--- src/rtl/byteport_pkg.sv ---
package byteport_pkg;

    typedef enum logic {
        PORT_IN  = 1'b0,
        PORT_OUT = 1'b1
    } port_mode_e;

    // Control lines carried through the synchronizer, by position
    localparam int CTL_STRB  = 0;
    localparam int CTL_SEL_A = 1;
    localparam int CTL_SEL_B = 2;
    localparam int CTL_CLR   = 3;
    localparam int CTL_W     = 4;

endpackage

--- src/rtl/byteport_sync.sv ---
module byteport_sync #(
    parameter int W      = 4,
    parameter int STAGES = 2
) (
    input  logic         clk,
    input  logic         rst_n,
    input  logic [W-1:0] d_i,
    output logic [W-1:0] q_o
);

    logic [STAGES-1:0][W-1:0] chain_q;

    always_ff @(posedge clk or negedge rst_n) begin
        if (!rst_n) begin
            chain_q <= '0;
        end else begin
            chain_q[0] <= d_i;
            for (int i = 1; i < STAGES; i++) begin
                chain_q[i] <= chain_q[i-1];
            end
        end
    end

    assign q_o = chain_q[STAGES-1];

endmodule

--- src/rtl/byteport_core.sv ---
module byteport_core
    import byteport_pkg::*;
#(
    parameter int DATA_W = 8
) (
    input  logic              clk,
    input  logic              rst_n,
    input  logic              mode_i,
    input  logic              strb_s,
    input  logic              sel_a_s,
    input  logic              sel_b_s,
    input  logic              clr_s,
    input  logic [DATA_W-1:0] din_i,
    output logic [DATA_W-1:0] data_o,
    output logic              flag_o
);

    typedef struct packed {
        logic [DATA_W-1:0] data;
        logic              flag;   // 1 = request pending
        logic              strb;   // strobe seen last cycle
        logic              sel;    // mode-qualified select seen last cycle
    } core_st_t;

    core_st_t   st_d, st_q;
    port_mode_e mode;
    logic       sel_now, strb_fall, desel, wr, set_req, rel_req;

    always_comb begin
        mode      = port_mode_e'(mode_i);
        sel_now   = (mode == PORT_OUT) ? (!sel_a_s && sel_b_s) : (sel_a_s && sel_b_s);
        strb_fall = st_q.strb && !strb_s;
        desel     = st_q.sel && !sel_now;
        wr        = (mode == PORT_OUT) ? (sel_now && strb_s) : strb_s;
        set_req   = (mode == PORT_OUT) ? desel : strb_fall;
        rel_req   = (mode == PORT_OUT) ? strb_fall : desel;

        st_d      = st_q;
        st_d.strb = strb_s;
        st_d.sel  = sel_now;
        if (clr_s) begin
            st_d.data = '0;
            st_d.flag = 1'b0;
        end else begin
            if (wr) begin
                st_d.data = din_i;
            end
            if (set_req) begin
                st_d.flag = 1'b1;
            end else if (rel_req) begin
                st_d.flag = 1'b0;
            end
        end
    end

    always_ff @(posedge clk or negedge rst_n) begin
        if (!rst_n) begin
            st_q <= '0;
        end else begin
            st_q <= st_d;
        end
    end

    assign data_o = st_q.data;
    assign flag_o = st_q.flag;

endmodule

--- src/rtl/byteport_drive.sv ---
module byteport_drive
    import byteport_pkg::*;
#(
    parameter int DATA_W = 8
) (
    input  logic              mode_i,
    input  logic              sel_a_s,
    input  logic              sel_b_s,
    input  logic [DATA_W-1:0] data_i,
    input  logic              flag_i,
    output logic [DATA_W-1:0] dout_o,
    output logic              oe_o,
    output logic              srq_o
);

    logic is_out;

    assign is_out = (port_mode_e'(mode_i) == PORT_OUT);
    assign oe_o   = is_out || (sel_a_s && sel_b_s);
    assign srq_o  = is_out ? flag_i : !flag_i;

    for (genvar i = 0; i < DATA_W; i++) begin : g_bit
        assign dout_o[i] = oe_o && data_i[i];
    end

endmodule

--- src/rtl/byteport_top.sv ---
module byteport_top
    import byteport_pkg::*;
#(
    parameter int DATA_W      = 8,
    parameter int SYNC_STAGES = 2
) (
    input  logic              clk,
    input  logic              rst_n,
    input  logic              mode_i,
    input  logic              strobe_i,
    input  logic              sel_a_i,
    input  logic              sel_b_i,
    input  logic              clear_i,
    input  logic [DATA_W-1:0] din_i,
    output logic [DATA_W-1:0] dout_o,
    output logic              dout_oe_o,
    output logic              srq_o
);

    logic [CTL_W-1:0]  ctl_raw, ctl_s;
    logic              strb_s, sel_a_s, sel_b_s, clr_s;
    logic [DATA_W-1:0] data_q;
    logic              flag_q;

    always_comb begin
        ctl_raw            = '0;
        ctl_raw[CTL_STRB]  = strobe_i;
        ctl_raw[CTL_SEL_A] = sel_a_i;
        ctl_raw[CTL_SEL_B] = sel_b_i;
        ctl_raw[CTL_CLR]   = clear_i;
    end

    byteport_sync #(.W(CTL_W), .STAGES(SYNC_STAGES)) u_sync (
        .clk  (clk),
        .rst_n(rst_n),
        .d_i  (ctl_raw),
        .q_o  (ctl_s)
    );

    assign strb_s  = ctl_s[CTL_STRB];
    assign sel_a_s = ctl_s[CTL_SEL_A];
    assign sel_b_s = ctl_s[CTL_SEL_B];
    assign clr_s   = ctl_s[CTL_CLR];

    byteport_core #(.DATA_W(DATA_W)) u_core (
        .clk    (clk),
        .rst_n  (rst_n),
        .mode_i (mode_i),
        .strb_s (strb_s),
        .sel_a_s(sel_a_s),
        .sel_b_s(sel_b_s),
        .clr_s  (clr_s),
        .din_i  (din_i),
        .data_o (data_q),
        .flag_o (flag_q)
    );

    byteport_drive #(.DATA_W(DATA_W)) u_drive (
        .mode_i (mode_i),
        .sel_a_s(sel_a_s),
        .sel_b_s(sel_b_s),
        .data_i (data_q),
        .flag_i (flag_q),
        .dout_o (dout_o),
        .oe_o   (dout_oe_o),
        .srq_o  (srq_o)
    );

endmodule

--- config.mk ---
export PLATFORM = sky130hd
export DESIGN_NAME = byteport_top
export DESIGN_NICKNAME = d
export VERILOG_FILES = /design/src/rtl/byteport_pkg.sv /design/src/rtl/byteport_sync.sv /design/src/rtl/byteport_core.sv /design/src/rtl/byteport_drive.sv /design/src/rtl/byteport_top.sv
export SDC_FILE = /design/constraint.sdc
export NUM_CORES = 1
export LEC_CHECK = 0
export BUFFER_PORTS_ARGS = -buffer_cell sky130_fd_sc_hd__clkbuf_2
export CORE_MARGIN = 10
export CORE_UTILIZATION = 54
export CTS_CLUSTER_SIZE = 20
export DETAILED_ROUTE_END_ITERATION = 10
export GPL_TIMING_DRIVEN = 0
export PLACE_DENSITY_LB_ADDON = 0.05
export SLEW_MARGIN = 20
export SYNTH_ARGS = -nofsm -noshare
export SYNTH_HDL_FRONTEND = slang
export SYNTH_HIERARCHICAL = 1
export SYNTH_SLANG_ARGS = --single-unit
--- constraint.sdc ---
create_clock -name clk -period 1.83 [get_ports clk]
set_input_delay 0.183 -clock clk [delete_from_list [all_inputs] [get_ports clk]]
set_output_delay 0.183 -clock clk [all_outputs]
set_load 0.1 [all_outputs]
; ---- Word-level counts from Yosys, hierarchy flattened
; Index checks and enable logic that the tools add are counted.
[classes]
reduce_logical = 20
mux = 9
[ops]
columns = cell, count
row1 = $logic_and A1 B1 Y1, 13
row2 = $mux W9, 1
row3 = $mux W8, 1
row4 = $mux W1, 7
row5 = $logic_not A1 Y1, 4
row6 = $reduce_bool A3 Y1, 1
row7 = $reduce_bool A2 Y1, 1
row8 = $logic_or A1 B1 Y1, 1
[totals]
output_inout_bits = 10
word_cells = 35
register_bits = 19
in_bits = 15

; ---- Longest topological paths before layout
; Gate-level depths: netlist of the first run.
[logic_depth]
ltp_word = 9
depth_mapped = 5
depth_no_buf = 3

; ---- By module
; Netlist of the first run, hierarchy kept.
[modules_own_cells]
columns = module, instances, seq_area_each_um2, cells_per_inst, area_per_inst_um2
row1 = byteport_core, 1, 275.3, 58, 599.3
row2 = byteport_sync, 1, 200.2, 12, 230.2
row3 = byteport_drive, 1, 0.0, 11, 98.8

; ---- Worst setup path after synthesis of the first run
; Ideal clock, no wire load.
[synth_timing]
kind = register to output
from = register u_core.st_q (netlist bit u_core/flag_o)
to = output port srq_o
setup_slack_ns = -0.304
required_time_ns = 1.647
n_path_buf = 0
t_arrival_ns = 1.951
stages_incl_launch_ff = 2
path_cell_list = dfrtp_1 xnor2_1
[synth_between]
elab_chain_len = 2
[synth_lines]
columns = item, line
row1 = from (decl), byteport_core.sv:25  ; core_st_t st_d, st_q;
row2 = from (signal assigned), byteport_core.sv:60  ; st_q <= st_d;
row3 = $logic_not A1 Y1, byteport_drive.sv:20  ; assign srq_o = is_out ? flag_i : !flag_i;
row4 = $mux W1 (*), byteport_drive.sv:20
row5 = to (decl), byteport_top.sv:17  ; output logic srq_o
; Every way passes the cells marked *; elsewhere a longest branch is shown, timed or not.

; ---- Worst setup path in the final report of the first run
[layout_timing]
from = register u_sync.chain_q (netlist bit u_sync/q_o[1])
to = output port dout_o[1]
[layout_between]
elab_chain_len = 3
[layout_lines]
columns = item, line
row1 = from (decl), byteport_sync.sv:11  ; logic [STAGES-1:0][W-1:0] chain_q;
row2 = "from (signal, indexed assignment)", byteport_sync.sv:19  ; chain_q[i] <= chain_q[i-1];
row3 = $logic_and A1 B1 Y1, byteport_drive.sv:19  ; assign oe_o = is_out || (sel_a_s && sel_b_s);
row4 = $logic_or A1 B1 Y1, byteport_drive.sv:19
row5 = $logic_and A1 B1 Y1, byteport_drive.sv:23  ; assign dout_o[i] = oe_o && data_i[i];
row6 = to (decl), byteport_top.sv:15  ; output logic [DATA_W-1:0] dout_o,
; No other way between the ends.

==> metrics.csv, run 1 <==
stage,metric,value,unit
timing,fin crit period,1.70,ns
power_and_ir_drop,overall power,0.881,mW
timing,number of setup violations in the final report,0,
timing,worst setup margin,0.126,ns
layout,nets,130,
synth,"Seq/Total Area, Yosys",51.2,%
synth,post-synthesis cell type count,22,
place,Post-DP Area,1080,sq um
timing,worst slew pin tran,0.544,ns
detailed_routing,Via-to-Cell Ratio,5.03,
timing,final hold vios,0,
layout,share of cells above drive strength 1,49.1,%
global_routing,GR Util met2,17.8,%
power_and_ir_drop,Logic pwr share,25.9,%
die,die width,61.5,um
synth,Post-synth top cells,"19 x dfrtp_1, 12 x buf_4, 9 x inv_1",
clock_network,clk sink count,19,
die,Core ar.,1560,sq um
layout,register area,475,sq um
power_and_ir_drop,sequential share of power,51.4,%
synth,mean post-synth cell area,11.5,sq um
place,GPL Wtd Cong,0.777,
detailed_routing,Vias,654,
place,pre-CTS WS,0.332,ns
detailed_routing,drt first pass iters,4,
clock_network,clock root cell,clkbuf_4,
die,io pins,25,
critical_path,Critical Path Sink Type,output pin,
clock_network,Max Buffers Root-to-Sink,2,
global_routing,M3 GR Usage,3.50,%
critical_path,Startpoint Class,flop,
clock_network,CTS tree,built,
place,Port-buffer cells,24,
synth,Synth top area share,51.2,%
timing,Final Skew,0.00563,ns
detailed_routing,Initial DRC Count,18,
power_and_ir_drop,Sw Ratio,32.1,%
critical_path,crit path kind,flop to output pin,
global_routing,largest net degree at the start of global routing,20,
detailed_routing,Final ANT Viol Nets,0,
synth,predominant post-synthesis flop cell,dfrtp_1,
power_and_ir_drop,static leakage,0.560,nW
timing,RSZ-0062 raised after global routing,false,
global_routing,initial antenna violation count,0,
synth,most common cell in the netlist,dfrtp_1,
layout,area delta synth->final,24.8,%
die,# rows,14,
critical_path,required time worst endpoint,1.65,ns
global_routing,vias in the first global route,681,
synth,Mapped Area,928,sq um
global_routing,Total Routing Usage GR,10.1,%
timing,max-slew violations,0,
global_routing,gr busiest metal,met2,
layout,fin area,1160,sq um
global_routing,GR Util met1,11.2,%
layout,Layout Cells excl Fill,130,
synth,Post-synth EDFFs,0,
synth,synth top area cells,"dfrtp_1 51%, buf_4 9.7%, nor2b_2 7.5%, o2111ai_1 7.5%, o31ai_1 6.5%",
timing,Slew Limit Headroom,63.9,%
synth,"flops & latches, synth",19,
critical_path,worst-path maximum fanout,9,
clock_network,Clock Latency Late Sink,0.29,ns
power_and_ir_drop,design internal power,0.598,mW
timing,FMAX,587,MHz
die,die height,61.5,um
power_and_ir_drop,Psw,0.283,mW
synth,cell taking the most area after synthesis,dfrtp_1,
timing,Final Cycle Share,93.1,%
global_routing,first-pass GRT wire length,2860,um
place,Cells after DPL,121,
clock_network,clock buffer count from CTS,3,
synth,Synth Instances,81,
clock_network,htree depth,1,
layout,Multi-input gate area,308,sq um
global_routing,total gr overflow,0,
critical_path,CP arrival,1.52,ns
detailed_routing,drt drc,0,
place,Final HPWL DP,1320,um
die,DIE AREA,3780,sq um
synth,Yosys warning count,6,
power_and_ir_drop,VDD IR max,0.575,mV
power_and_ir_drop,power density cells,761,nW/um^2
min_path,worst hold path class,input port to flop,
synth,Syn Nets,96,
status,status,"complete, no violations",
detailed_routing,Post-Route WL,1780,um
timing,Final TNS setup,0,ns
synth,ys async rst share,100,%
flow_run,max_cap viols,0,
clock_network,Clock transition at path regs,0.11,ns
power_and_ir_drop,fraction of power consumed by the clock network,22.7,%
detailed_routing,wire per inst,13.7,um
min_path,Hold Path Depth,3,
layout,Post-Route Utilization,74.3,%
layout,fillers,122,
timing,WHS,0.149,ns
layout,Antenna diodes,0,
die,starting density of the core,59.6,%
critical_path,R2R depth,5,
-- sequential cells by signal, summed over array words and instances (netlist names) --
register,flops
u_sync/q_o,4
u_core/flag_o,1
u_core/st_q,2
u_sync/chain_q,4
u_core/data_o,8
-- cell families (layout without fill, tap and decap cells) --
group           count (synthesis)  after routing  synth area share, %
buf+inv                        26             59                 16.4
xor+xnor                        2              2                 1.89
compound gates                 20             20                 19.0
flops                          19             19                 51.2
simple gates                   14             14                 11.5
-- worst paths after layout --
check | startpoint | to | slack [ns]
setup / recovery | u_sync/q_o[1] | dout_o[1] | 0.13
hold / removal | din_i[6] | u_core/data_o[6] | 0.15
setup reg to reg | u_sync/q_o[2] | u_core/data_o[5] | 0.53
hold reg to reg | u_sync/chain_q[0] | u_sync/q_o[0] | 0.36
max in group asynchronous | rst_n | u_core/data_o[1] | 1.14
min in group asynchronous | rst_n | u_core/data_o[2] | 0.37
-- layer usage --
layer / vias up / share of wire [%]
li1: 340 / -
met1: 293 / 43
met2: 19 / 47
met3: 2 / 9.4
met4: 0 / 0.78
met5: - / 0
-- worst max-delay path, stage by stage (launching register included) --
cell     delay (ns)
dfrtp_1        0.37
buf_4          0.15
a21oi_4        0.35
nor2b_2        0.07
buf_2          0.30
-- power by group through the flow --
stage	Sequential (mW)	Clock (mW)	Combinational, mW
floorplan	0.459	0	0.171
global placement	0.461	0	0.217
detailed placement	0.462	0	0.221
CTS	0.453	0.212	0.230
global route	0.455	0.229	0.243
finish	0.453	0.200	0.228
-- cell type report --
cell class	instances	area share (%)
timing repair buffer	29	15.1
clock inverter	1	0.432
multi-input combinational	36	26.6
sequential	19	41.0
buffer	15	9.61
clock buffer	3	1.94
inverter	11	3.56
tap	16	1.73
-- cell usage in the layout (no fill, tap or decap), types with 2 or more instances in the layout --
cell,instances
buf_2,8
buf_4,12
clkbuf_2,16
clkbuf_4,5
dfrtp_1,19
dlygate4sd3_1,5
inv_1,9
inv_2,2
nor2b_2,8
o2111ai_1,8
o31ai_1,8
-- what timing repair did --
item | CTS | global route
hold buffers | 5 | 0
resized for setup | 2 | 7
buffers inserted | 0 | 0
hold endpoints to repair | 23 | 0
setup endpoints to repair | 2 | 7
(Power assumes the default switching activity.)
==> run 2: changes to the inputs <==
REMOVE_ABC_BUFFERS = 1   (was not set)
==> run 2 against run 1 <==
  * Flip-flop and latch count did not move
  * Count of clock-buffer cells in the layout did not move
  * Via count decreased by 9.8%
  * Clock skew is 0.00060 ns lower
  * Cell area fell by 9.0%
  * Die area stayed put
  * Routed wire length down 4.7%
  * Worst setup slack gained 0.013 ns
  * Critical path depth unchanged
  * Critical path type unchanged
  * Critical endpoint is now dout_o[6]
  * Largest cell class unchanged
==> metrics.csv, run 2 (synthesized netlist as in run 1, its figures left out) <==
stage,metric,value,unit,change
detailed_routing,Post-Route WL,1700,um,-4.7%
die,io pins,25,,unchanged
timing,FMAX,592,MHz,+0.79%
place,Post-DP Area,957,sq um,-11%
global_routing,vias in the first global route,638,,-6.3%
clock_network,clock buffer count from CTS,3,,unchanged
detailed_routing,drt drc,0,,unchanged
die,starting density of the core,59.6,%,unchanged
critical_path,crit path kind,flop to output pin,,
global_routing,initial antenna violation count,0,,unchanged
timing,RSZ-0062 raised after global routing,false,,
layout,Antenna diodes,0,,unchanged
min_path,worst hold path class,input port to flop,,
layout,Layout Cells excl Fill,116,,-11%
timing,Final Cycle Share,92.4,%,-0.73 points
detailed_routing,wire per inst,14.7,um,+6.8%
timing,worst slew pin tran,0.671,ns,+0.127 ns
global_routing,first-pass GRT wire length,2930,um,+2.4%
clock_network,clk sink count,19,,unchanged
layout,"commonest non-fill, non-tap cell in the layout",clkbuf_2,,
critical_path,Worst Setup SP,u_sync/q_o[2],,
critical_path,required time worst endpoint,1.65,ns,about the same
power_and_ir_drop,static leakage,0.484,nW,-14%
detailed_routing,Initial DRC Count,9,,-9
place,Cells after DPL,106,,-12%
clock_network,Clock transition at path regs,0.10,ns,about the same
place,Final HPWL DP,1260,um,-4.6%
layout,Post-Route Utilization,67.7,%,-6.7 points
critical_path,Startpoint Class,flop,,
layout,nets,116,,-11%
clock_network,Max Buffers Root-to-Sink,2,,unchanged
detailed_routing,Via-to-Cell Ratio,5.09,,+1.1%
clock_network,clock root cell,clkbuf_4,,
min_path,hold_sp,din_i[1],,
layout,area delta synth->final,13.6,%,
die,die height,61.5,um,unchanged
clock_network,Clock Latency Late Sink,0.28,ns,about the same
place,Port-buffer cells,24,,unchanged
critical_path,CP arrival,1.51,ns,about the same
detailed_routing,Final ANT Viol Nets,0,,unchanged
flow_run,max_cap viols,0,,unchanged
critical_path,r2r startpoint,u_sync/q_o[2],,
critical_path,crit path max-delay cell type,clkbuf_2,,
place,GPL Wtd Cong,0.773,,-0.60%
layout,most frequent cells in the layout,"23 x clkbuf_2, 19 x dfrtp_1, 9 x inv_1",,
die,die width,61.5,um,unchanged
critical_path,worst-path maximum fanout,9,,unchanged
power_and_ir_drop,VDD IR max,0.582,mV,+1.3%
power_and_ir_drop,power density cells,812,nW/um^2,+6.8%
critical_path,Max stage delay on crit path,0.46,ns,+0.09 ns
global_routing,total gr overflow,0,,unchanged
die,DIE AREA,3780,sq um,unchanged
layout,share of cells above drive strength 1,41.0,%,-8.1 points
global_routing,largest net degree at the start of global routing,20,,unchanged
timing,Final Skew,0.00503,ns,-0.000596 ns
clock_network,htree depth,1,,unchanged
detailed_routing,Vias,590,,-9.8%
detailed_routing,drt first pass iters,4,,unchanged
layout,max reg flops,8,,unchanged
power_and_ir_drop,overall power,0.856,mW,-2.8%
timing,Slew Limit Headroom,55.1,%,-8.7 points
layout,fin area,1050,sq um,-9.0%
timing,fin crit period,1.69,ns,-0.0134 ns
timing,max-slew violations,0,,unchanged
critical_path,Critical Path Sink Type,output pin,,
die,# rows,14,,unchanged
global_routing,Total Routing Usage GR,10.1,%,+0.042 points
timing,number of setup violations in the final report,0,,unchanged
status,status,"complete, no violations",,
clock_network,CTS tree,built,,
die,Core ar.,1560,sq um,unchanged
timing,WHS,0.168,ns,+0.0186 ns
critical_path,"critical path, cell by cell","a21oi_4, buf_12, nor2b_2, clkbuf_2",,
timing,final hold vios,0,,unchanged
run 2: changes by cell type in the layout (fill, tap and decap cells not counted), sizes merged:
cell | before | now
clkbuf | 21 | 26
buf | 21 | 2
run 2: path summary, 6_finish.rpt:
check,endpoint,slack (ns),depth (start not counted)
min in group asynchronous,u_core/data_o[7],0.37,2
max in group asynchronous,u_core/data_o[6],1.14,2
min,u_core/data_o[1],0.17,3
max reg2reg,u_core/data_o[2],0.34,3
min reg2reg,u_sync/q_o[1],0.36,0
max,dout_o[6],0.14,4
run 2: metal layers:
| layer | track usage, % | vias to the layer above | wire length (um) |
|---|---|---|---|
| li1 | - | 308 | - |
| met3 | 3.70 | 2 | 166 |
| met2 | 14.9 | 18 | 733 |
| met1 | 13.1 | 262 | 786 |
| met4 | 3.82 | 0 | 14 |
| met5 | 0 | - | 0 |
run 2: repair_timing:
| action | in CTS | in global routing |
|---|---|---|
| resized for setup | 0 | 1 |
| buffers inserted | 0 | 1 |
| endpoints found under the setup margin | 0 | 9 |
| hold endpoints to repair | 23 | 0 |
| hold buffers | 5 | 0 |
run 2: where the power goes:
group	internal, mW	total, mW	switching, mW
logic	0.0563	0.199	0.142
clock network	0.0811	0.197	0.116
registers	0.443	0.460	0.0177
total	0.580	0.856	0.276
run 2: cell type report:
class | count | area [sq um]
clock inverters | 1 | 5.00
well taps | 16 | 20.0
fillers | 128 | 504
inverters | 11 | 41.3
flip-flops and latches | 19 | 475
multi-input cells | 36 | 300
clock buffers | 3 | 22.5
repair buffers | 30 | 190
run 2: metrics by stage:
| step | setup slack, ns | setup TNS (ns) |
|---|---|---|
| 2_1_floorplan | -0.304 | -0.304 |
| 5_1_grt | 0.0444 | 0 |
| 6_report | 0.140 | 0 |
| 4_1_cts | 0.0374 | 0 |
| 3_5_place_dp | 0.370 | 0 |
| 3_3_place_gp | 0.358 | 0 |
run 2: critical path, delay by kind of cell, from the launching register on:
| family | cells | cell delay, ns |
|---|---|---|
| flip-flops | 1 | 0.43 |
| AO/OA/AOI/OAI | 1 | 0.08 |
| buffers and inverters | 2 | 0.61 |
| AND/OR/NAND/NOR | 1 | 0.10 |
==> run 3: changes to the inputs <==
ABC_AREA = 1   (was not set)
CORE_UTILIZATION = 53   (was 54)
==> run 3 against run 2 <==
  * Core utilization decreased by 3.0 points
  * Largest cell class unchanged
  * Register-to-register slack improved by 0.34 ns
  * Critical endpoint is now dout_o[0]
  * Synthesized cell count increased by 21%
  * Largest power group unchanged
  * Flip-flop and latch count unchanged
  * Highest routed layer unchanged
  * Final cell count increased by 15%
  * Global-route usage increased by 0.21 points
  * Combinational power decreased by 3%
  * Maximum frequency increased by 1.6%
  * Count of clock-buffer cells in the layout unchanged
  * Sequential power about the same
  * Critical path type unchanged
  * Die area decreased by 1.6%
  * Via count increased by 15%
==> metrics.csv, run 3 <==
stage,metric,value,unit,change
clock_network,clock buffer count from CTS,3,,unchanged
clock_network,Post-CTS Setup Inserts,0,,unchanged
critical_path,Startpoint Class,flop,,
place,GPL Wtd Cong,0.750,,-3.0%
die,starting density of the core,57.7,%,-1.8 points
status,status,"complete, no violations",,
timing,RSZ-0062 raised after global routing,false,,
global_routing,Total Routing Usage GR,10.3,%,+0.21 points
synth,post-synthesis compound-gate area fraction,7.31,%,-12 points
timing,WHS,0.116,ns,-0.0517 ns
synth,"flops & latches, synth",19,,unchanged
timing,max-slew violations,0,,unchanged
detailed_routing,Vias,677,,+15%
timing,Slew Limit Headroom,63.8,%,+8.6 points
die,# rows,14,,unchanged
critical_path,worst-path maximum fanout,9,,unchanged
place,Port-buffer cells,24,,unchanged
detailed_routing,drt drc,0,,unchanged
layout,max reg flops,8,,unchanged
die,Core ar.,1540,sq um,-1.1%
timing,Final Skew,0.00609,ns,+0.00106 ns
min_path,worst hold path class,input port to flop,,
synth,synth top area cells,"dfrtp_1 53%, buf_4 10%, nand3_1 7.9%, inv_1 5.5%, nand2_1 5.5%",,
synth,cell taking the most area after synthesis,dfrtp_1,,
layout,area delta synth->final,12.0,%,
detailed_routing,wire per inst,13.1,um,-11%
synth,"Seq/Total Area, Yosys",53.4,%,+2.2 points
clock_network,clock root cell,clkbuf_4,,
synth,Post-synth EDFFs,0,,unchanged
synth,post-synthesis cell type count,15,,-32%
synth,Yosys warning count,6,,unchanged
timing,number of setup violations in the final report,0,,unchanged
layout,"commonest non-fill, non-tap cell in the layout",clkbuf_2,,
min_path,Hold Path Sink,u_core/data_o[2],,
synth,predominant post-synthesis flop cell,dfrtp_1,,
synth,ys async rst share,100,%,unchanged
critical_path,R2R depth,6,,+3
global_routing,vias in the first global route,692,,+8.5%
detailed_routing,Post-Route WL,1740,um,+2.4%
detailed_routing,Final ANT Viol Nets,0,,unchanged
power_and_ir_drop,static leakage,0.530,nW,+9.5%
critical_path,crit path kind,flop to output pin,,
critical_path,r2r startpoint,u_sync/q_o[1],,
global_routing,first-pass GRT wire length,2920,um,-0.48%
synth,Synth Instances,98,,+21%
synth,post-synthesis mux area share,0,%,unchanged
timing,Final TNS setup,0,ns,unchanged
die,die width,61.0,um,-0.81%
clock_network,Clock transition at path regs,0.11,ns,about the same
timing,Final Cycle Share,90.9,%,-1.4 points
synth,Synth top area share,53.4,%,+2.2 points
synth,adder-cell share of the synthesized area,0,%,unchanged
clock_network,CTS tree,built,,
critical_path,R2R Setup Slk,0.68,ns,+0.34 ns
synth,most common cell in the netlist,dfrtp_1,,
timing,worst slew pin tran,0.545,ns,-0.126 ns
power_and_ir_drop,power density cells,864,nW/um^2,+6.4%
critical_path,CP arrival,1.48,ns,-0.03 ns
clock_network,Clock Latency Late Sink,0.30,ns,+0.02 ns
global_routing,total gr overflow,0,,unchanged
die,io pins,25,,unchanged
synth,post-synthesis simple-gate area fraction,19.8,%,+8.4 points
synth,mean post-synth cell area,9.08,sq um,-21%
clock_network,Max Buffers Root-to-Sink,2,,unchanged
place,Final HPWL DP,1260,um,+0.33%
timing,final hold vios,0,,unchanged
clock_network,htree depth,1,,unchanged
synth,combinational family with the most area after synthesis,simple AND/OR/NAND/NOR gates,,
die,DIE AREA,3720,sq um,-1.6%
detailed_routing,Initial DRC Count,13,,+4
flow_run,max_cap viols,0,,unchanged
global_routing,largest net degree at the start of global routing,20,,unchanged
clock_network,cts repair resizes,0,,unchanged
critical_path,required time worst endpoint,1.65,ns,about the same
layout,most frequent cells in the layout,"24 x clkbuf_2, 19 x dfrtp_1, 14 x nand3_1",,
global_routing,initial antenna violation count,0,,unchanged
power_and_ir_drop,overall power,0.861,mW,+0.47%
min_path,Hold Path Depth,3,,unchanged
synth,Mapped Area,890,sq um,-4.2%
timing,fin crit period,1.66,ns,-0.0265 ns
synth,Synth Area in XOR/XNOR,0.985,%,-0.90 points
critical_path,worst r2r dst,u_core/data_o[0],,
min_path,hold_sp,din_i[2],,
clock_network,clk sink count,19,,unchanged
layout,nets,133,,+15%
detailed_routing,Via-to-Cell Ratio,5.09,,about the same
timing,FMAX,601,MHz,+1.6%
die,die height,61.0,um,-0.81%
power_and_ir_drop,VDD IR max,0.546,mV,-6.2%
layout,share of cells above drive strength 1,27.4,%,-14 points
layout,Antenna diodes,0,,unchanged
synth,Post-synth top cells,"19 x dfrtp_1, 14 x nand3_1, 13 x inv_1, 13 x nand2_1, 12 x buf_4",,
detailed_routing,drt first pass iters,4,,unchanged
critical_path,Critical Path Sink Type,output pin,,
## run 3: cell types whose count changed after synthesis, sizes merged, moves of 2 or more
| cell | change |
|---|---|
| o2111ai | -8 |
| nand2 | +15 |
| o31ai | -8 |
| nand3 | +14 |
| o21ai | +5 |
| a21oi | +7 |
| nand4 | +2 |
| inv | +3 |
| nor2b | -9 |
| nor2 | +4 |
| buf | -2 |
## run 3: cell families (layout without fill, tap and decap cells)
kind of cell | after synthesis | in the layout
AOI/OAI and AO/OA | 13 | 13
buffers and inverters | 28 | 47
DFF | 19 | 19
and+or+nand+nor | 37 | 37
xor gates and xnor gates | 1 | 1
## run 3: area by class of cell
type / instances / area (sq um)
fill: 137 / 546
sequential: 19 / 475
multi-input combinational: 51 / 250
timing repair buffer: 29 / 170
inverter: 14 / 52.6
clock buffer: 3 / 22.5
tap: 16 / 20.0
clock inverter: 1 / 5.00
## run 3: worst max-delay path, stage by stage, from the launching register on
cell and delay (ns):
dfrtp_1 0.39, nand2_2 0.15, a21oi_1 0.17, clkbuf_2 0.48
## run 3: how the worst max path moves through the flow
| stage | start | cells past startpoint | endpoint | slack, ns |
|---|---|---|---|---|
| after floorplan | u_sync/q_o[1] | 2 | dout_o[0] | -0.29 |
| after global placement | u_sync/q_o[2] | 3 | dout_o[1] | 0.51 |
| after global routing | u_sync/q_o[2] | 3 | dout_o[1] | 0.05 |
| after detailed placement | u_sync/q_o[1] | 3 | dout_o[1] | 0.49 |
| final | u_sync/q_o[1] | 3 | dout_o[0] | 0.17 |
| after CTS | u_sync/q_o[1] | 3 | dout_o[1] | 0.14 |
## run 3: through the flow
step | std cells | setup WS, ns | area [sq um] | utilization (%)
after floorplan | 84 | -0.294 | 778 | -
after global placement | 124 | 0.508 | 918 | 59.6
after detailed placement | 124 | 0.486 | 918 | 59.6
after CTS | 133 | 0.144 | 996 | 64.6
after global routing | 133 | 0.0512 | 996 | 64.6
final | 133 | 0.166 | 996 | 64.6
## run 3: repair_timing
action / CTS / global route
setup endpoints to repair: 0 / 0
hold buffers: 5 / 0
hold endpoints to repair: 23 / 0
## run 3: power breakdown
part	total (mW)	switching (mW)	internal [mW]	leakage (nW)
registers	0.460	0.0165	0.443	0.238
logic	0.193	0.148	0.0445	0.274
clock network	0.208	0.127	0.0814	0.0177
## run 3: per-layer routing
metal,track usage (%),routed length (um),vias to the layer above
met2,17.0,809,25
met1,11.5,749,311
li1,-,-,339
met4,5.64,8,0
met3,3.34,172,2
met5,0,0,-
